### config.mk
export PLATFORM = sky130hd
export DESIGN_NAME = ict_exec_unit
export DESIGN_NICKNAME = d
export VERILOG_FILES = /design/src/rtl/ict_pkg.sv /design/src/rtl/ict_ctrl.sv /design/src/rtl/ict_byte_merge.sv /design/src/rtl/ict_exec_unit.sv
export SDC_FILE = /design/constraint.sdc
export NUM_CORES = 1
export LEC_CHECK = 0
export CAP_MARGIN = 10
export CORE_ASPECT_RATIO = 1.4
export CORE_MARGIN = 2
export CORE_UTILIZATION = 41
export DETAILED_ROUTE_END_ITERATION = 8
export PLACE_DENSITY = 0.87
export SLEW_MARGIN = 15
export SYNTH_ARGS = -nofsm -noshare
export SYNTH_HDL_FRONTEND = slang
export SYNTH_HIERARCHICAL = 1
export SYNTH_SLANG_ARGS = --single-unit
### constraint.sdc
create_clock -name clk -period 4.4 [get_ports clk]
set_input_delay 0.44 -clock clk [delete_from_list [all_inputs] [get_ports clk]]
set_output_delay 0.44 -clock clk [all_outputs]
set_load 0.01 [all_outputs]
### src/rtl/ict_pkg.sv
package ict_pkg;
    typedef enum logic [1:0] {
        ST_IDLE = 2'd0,
        ST_I1   = 2'd1,
        ST_I2   = 2'd2
    } ict_state_e;
endpackage

### src/rtl/ict_ctrl.sv
module ict_ctrl
    import ict_pkg::*;
(
    input  logic       clk,
    input  logic       rst_n,
    input  logic       start,
    output ict_state_e state_o,
    output logic       accept_o,
    output logic       in_i1_o,
    output logic       in_i2_o
);
    ict_state_e state_q, state_d;

    // next-state decode
    always_comb begin
        state_d = state_q;
        unique case (state_q)
            ST_IDLE: if (start) state_d = ST_I1;
            ST_I1:   state_d = ST_I2;
            ST_I2:   state_d = ST_IDLE;
            default: state_d = ST_IDLE;
        endcase
    end

    // state register
    always_ff @(posedge clk or negedge rst_n) begin
        if (!rst_n) state_q <= ST_IDLE;
        else        state_q <= state_d;
    end

    // output decode
    always_comb begin
        accept_o = 1'b0;
        in_i1_o  = 1'b0;
        in_i2_o  = 1'b0;
        unique case (state_q)
            ST_IDLE: accept_o = start;
            ST_I1:   in_i1_o  = 1'b1;
            ST_I2:   in_i2_o  = 1'b1;
            default: ;
        endcase
    end

    assign state_o = state_q;
endmodule

### src/rtl/ict_byte_merge.sv
module ict_byte_merge #(
    parameter int DATA_W = 16,
    parameter int BYTE_W = 8,
    localparam int NBYTES = DATA_W / BYTE_W,
    localparam int SEL_W  = (NBYTES > 1) ? $clog2(NBYTES) : 1
) (
    input  logic [DATA_W-1:0] base_i,
    input  logic [BYTE_W-1:0] byte_i,
    input  logic [SEL_W-1:0]  lane_i,
    output logic [DATA_W-1:0] merged_o
);
    // lane 0 is the most significant byte
    for (genvar j = 0; j < NBYTES; j++) begin : g_lane
        localparam int HI = DATA_W - 1 - j * BYTE_W;
        assign merged_o[HI -: BYTE_W] =
            (lane_i == SEL_W'(j)) ? byte_i : base_i[HI -: BYTE_W];
    end
endmodule

### src/rtl/ict_exec_unit.sv
module ict_exec_unit
    import ict_pkg::*;
#(
    parameter int DATA_W  = 16,
    parameter int GRP_REGS = 8,
    parameter int NUM_GRP = 2,
    localparam int BYTE_W = 8,
    localparam int IDX_W  = $clog2(GRP_REGS),
    localparam int R_W    = IDX_W - 1,
    localparam int GRP_W  = $clog2(NUM_GRP),
    localparam int RF_AW  = GRP_W + IDX_W,
    localparam int NBYTES = DATA_W / BYTE_W,
    localparam int SEL_W  = (NBYTES > 1) ? $clog2(NBYTES) : 1
) (
    input  logic              clk,
    input  logic              rst_n,
    input  logic              start,
    input  logic [IDX_W-1:0]  b_field,
    input  logic [R_W-1:0]    r_field,
    input  logic [SEL_W-1:0]  n_field,
    input  logic [GRP_W-1:0]  grp_sel,
    output logic [RF_AW-1:0]  rf_rd_addr,
    input  logic [DATA_W-1:0] rf_rd_data,
    output logic              rf_we,
    output logic [RF_AW-1:0]  rf_wr_addr,
    output logic [DATA_W-1:0] rf_wr_data,
    output logic              mem_re,
    output logic [DATA_W-1:0] mem_addr,
    input  logic [BYTE_W-1:0] mem_rdata,
    output logic              done
);
    ict_state_e       state_q;
    logic             accept, in_i1, in_i2;
    logic [IDX_W-1:0] b_q;
    logic [R_W-1:0]   r_q;
    logic [SEL_W-1:0] n_q;
    logic [GRP_W-1:0] grp_q;
    logic [IDX_W-1:0] tgt_idx;
    logic [DATA_W-1:0] merged;

    ict_ctrl u_ctrl (
        .clk      (clk),
        .rst_n    (rst_n),
        .start    (start),
        .state_o  (state_q),
        .accept_o (accept),
        .in_i1_o  (in_i1),
        .in_i2_o  (in_i2)
    );

    // instruction fields sampled once per accepted start
    always_ff @(posedge clk or negedge rst_n) begin
        if (!rst_n) begin
            b_q   <= '0;
            r_q   <= '0;
            n_q   <= '0;
            grp_q <= '0;
        end else if (accept) begin
            b_q   <= b_field;
            r_q   <= r_field;
            n_q   <= n_field;
            grp_q <= grp_sel;
        end
    end

    // odd member of the selected pair
    assign tgt_idx = {r_q, 1'b1};

    ict_byte_merge #(.DATA_W(DATA_W), .BYTE_W(BYTE_W)) u_merge (
        .base_i   (rf_rd_data),
        .byte_i   (mem_rdata),
        .lane_i   (n_q),
        .merged_o (merged)
    );

    // per-cycle datapath controls
    always_comb begin
        rf_rd_addr = {grp_q, b_q};
        rf_we      = 1'b0;
        rf_wr_addr = {grp_q, b_q};
        rf_wr_data = '0;
        mem_re     = 1'b0;
        mem_addr   = '0;
        done       = 1'b0;
        if (in_i1) begin
            mem_re     = 1'b1;
            mem_addr   = rf_rd_data;
            rf_we      = 1'b1;
            rf_wr_data = rf_rd_data + DATA_W'(1);
        end else if (in_i2) begin
            rf_rd_addr = {grp_q, tgt_idx};
            rf_we      = 1'b1;
            rf_wr_addr = {grp_q, tgt_idx};
            rf_wr_data = merged;
            done       = 1'b1;
        end
    end
endmodule

==> qor.log <==
INFO  status         status=finished clean
INFO  layout         syn2layout_area_growth=60.0%
INFO  synth          synth.area.mux_share=25.0%
INFO  timing         rsz0062_at_grt=false
INFO  global_route   pin_count_of_the_biggest_net_entering_global_routing=21
INFO  drt            wirelength=3370microns
INFO  drt            total_number_of_vias=1,254
INFO  clock_network  clkSlewWorstSetupHoldPaths=0.04ns
INFO  layout         post_route_cells_drive_above_1_share=20.9%
INFO  placed_design  dp.cells=246
INFO  timing         skew_final=0.000314ns
INFO  clock_network  cts_made_buffers=3
INFO  global_route   grt_overflow=0
INFO  synth          postSynthAreaPerCell=9.05squm
INFO  global_route   antenna_found_initial=0
INFO  critical_path  cp_common_cell=sky130_fd_sc_hd__clkdlybuf4s50_1
INFO  worst_hold_path worstHoldPathType=flip-flop to flip-flop
INFO  clock_network  level_count_of_the_clock_h_tree=1
INFO  critical_path  critical_path_peak_fanout=5
INFO  drt            via_density_per_instance=5.02
INFO  floorplan      rows=24
INFO  critical_path  arrival=2.55ns
INFO  floorplan      start_util=42.1%
INFO  timing         max_slew.worst_pin.slew=0.978ns
INFO  clock_network  clock_tree_from_tritoncts=done
INFO  clock_network  insertion_delay=0.23ns
INFO  critical_path  cp.buffers_inverters=2
INFO  placed_design  detailed_place_hpwl=2620microns
INFO  layout         multi_input_area=936squm
INFO  timing         finalCritPeriodShare=68.0%
INFO  global_route   grt_pass1_wl=5910microns
INFO  synth          yosysUniqueCellTypes=33
INFO  timing         timing.final.hold_violations=0
INFO  clock_network  post_cts.resized_instances=0
INFO  timing         slew_viol_final=0
INFO  timing         max_slew_margin=34.7%
INFO  layout         area.sequential=225squm
INFO  power          powerDensity=278nW/um^2
INFO  clock_network  post_cts.repair.setup_buffers=0
INFO  drt            drtIter0Drc=34
INFO  critical_path  cp_data_required_time=3.96ns
INFO  floorplan      die_y=70.0microns
INFO  timing         period_needed=2.99ns
INFO  drt            drt_pass1_iterations=4
INFO  synth          synth_fp_nets=176
INFO  synth          post_synth_instance_area=1280squm
INFO  critical_path  delay_heaviest_family_cp=buffers and inverters
INFO  timing         setup_violators_final=0
INFO  layout         layout.filler_cells=265
INFO  layout         layout_common_cells=sky130_fd_sc_hd__clkdlybuf4s50_1 (76), sky130_fd_sc_hd__nand2_1 (18), sky130_fd_sc_hd__mux2_2 (15), sky130_fd_sc_hd__and2_1 (13)
INFO  drt            wire_per_inst=13.5microns
INFO  power          cellLeakagePower=0.763nW
INFO  synth          synthSimpleGateAreaFrac=30.3%
INFO  placed_design  port-buffer-count=76
INFO  critical_path  setup.worst_path.end_class=output pin
INFO  layout         layout.cells.most_common=sky130_fd_sc_hd__clkdlybuf4s50_1
INFO  synth          xor_and_xnor_area_share_after_synthesis=9.61%
INFO  synth          sequential_cell_area_fraction_in_the_yosys_report=17.6%
INFO  global_route   vias_in_the_first_global_route=1,343
INFO  critical_path  worst_path_largest_cell_delay=0.58ns
INFO  global_route   grt_resource_usage_total=21.3%
INFO  placed_design  gp_congestion=0.779
INFO  synth          combinational_family_with_the_most_area_after_synthesis=simple AND/OR/NAND/NOR gates
INFO  critical_path  crit_slowest_cell=sky130_fd_sc_hd__clkdlybuf4s50_1
INFO  timing         setup_tns=0ns
INFO  critical_path  critical_path_class=input port to output pin
INFO  drt            drc=0
INFO  job            maxCapViolCount=0
INFO  power          peakVddDrop=0.000296V
INFO  synth          synthesis.instances=141
INFO  layout         num-nets-final=247
INFO  floorplan      pin_count=77
INFO  synth          synthAdderAreaFrac=0.980%
INFO  clock_network  clock_sink_count=9
INFO  clock_network  clock_tree.buffer_depth=2
INFO  synth          yosysWarningCount=6
INFO  clock_network  clock-root-buffer=sky130_fd_sc_hd__clkbuf_8
INFO  synth          synth_compound_gate_area_share=7.45%
INFO  layout         instances_no_fill=250
INFO  drt            drtAntennaViolNets=0
INFO  floorplan      die_width=51.2microns
INFO  critical_path  critPathLaunchType=input port
INFO  floorplan      die-area=3580squm
INFO  layout         fin_util=67.3%
INFO  layout         antennaDiodeCount=0
INFO  critical_path  critical_path.cell_chain=clkdlybuf4s50_1 > ha_1 > nand4_1 > nor4_2 > xnor2_1 > o21ai_1 > clkdlybuf4s50_1
INFO  synth          ys_seq_elements=9
INFO  timing         clock.fmax=334MHz
INFO  clock_network  hold_buf_cts=0
INFO  floorplan      fp.coreArea=3030squm
[layer usage]
layer / global-route usage (%) / routed length [microns] / vias to the layer above
met1: 24.2 / 1340 / 575
met4: 8.11 / 52 / 0
met5: 0 / 0 / -
met2: 36.8 / 1720 / 49
met3: 5.77 / 257 / 5
li1: - / - / 625
[final cells by class]
type	instances	share of cell area (%)
sequential	9	11.0
multi-input combinational	117	45.8
timing repair buffer	78	38.0
inverter	3	0.551
clock buffer	4	2.21
tap	39	2.39
[stage by stage]
stage / hold WS [ns] / total power, mW / worst slack [ns] / instance area (sq um)
after CTS: 0.491 / 0.573 / 1.39 / 2040
after floorplan: 0.144 / 0.331 / 2.37 / 1280
after detailed placement: 0.484 / 0.473 / 1.39 / 2000
after global placement: 0.474 / 0.469 / 1.42 / 2000
final: 0.495 / 0.567 / 1.41 / 2040
after global routing: 0.523 / 0.608 / 1.20 / 2040
[synth_stat cells (all sizes together)]
cell type	instances	share of area, %
a22o	1	0.69
and2	14	7.0
and4	1	0.69
buf	10	7.5
clkbuf	2	0.59
dfrtp	9	18
ha	1	0.98
inv	3	0.88
mux2	25	25
nand2	19	5.8
nand3	3	1.6
nand4	5	4.1
nor2	3	0.88
nor2b	4	2.0
nor3	4	1.6
nor3b	2	1.2
nor4	4	4.6
o21ai	15	6.8
or2	2	0.98
xnor2	10	6.9
xor2	4	2.7
[cell families (layout without fill, tap and decap cells)]
family                   Yosys count  after routing
AND/OR/NAND/NOR                   61             61
multiplexers                      25             25
AO/OA/AOI/OAI                     16             16
buffers and inverters             15             85
XOR/XNOR                          14             14
flip-flops                         9              9
adder cells (fa/ha/maj)            1              1
[final timing paths]
path	startpoint	to	slack, ns	depth (start not counted)
min in group asynchronous	rst_n	u_ctrl/state_o[0]$_DFFE_PN0P_	0.50	1
min	u_ctrl/state_o[0]$_DFFE_PN0P_	u_ctrl/state_o[0]$_DFFE_PN0P_	0.49	1
max reg2reg	u_ctrl/state_o[0]$_DFFE_PN0P_	b_q[0]$_DFFE_PN0P_	2.65	2
min reg2reg	u_ctrl/state_o[0]$_DFFE_PN0P_	u_ctrl/state_o[0]$_DFFE_PN0P_	0.49	1
max	rf_rd_data[0]	rf_wr_data[14]	1.41	7
max in group asynchronous	rst_n	grp_q$_DFFE_PN0P_	3.62	1
[sequential cells by signal, summed over array words and instances (netlist names)]
signal          count
grp_q               1
u_ctrl/state_o      2
b_q                 3
n_q                 1
r_q                 2
[worst reg2reg max path, delay by kind of cell (launching register included)]
family        cells  cell delay (ns)
flops             1             0.40
simple gates      1             0.82
mux               1             0.42
[power by group]
part | internal (mW) | leakage, nW | switching, mW
registers | 0.102 | 0.107 | 0.0280
clock network | 0.0631 | 0.0228 | 0.0324
logic | 0.215 | 0.633 | 0.126
(Power assumes the default switching activity.)
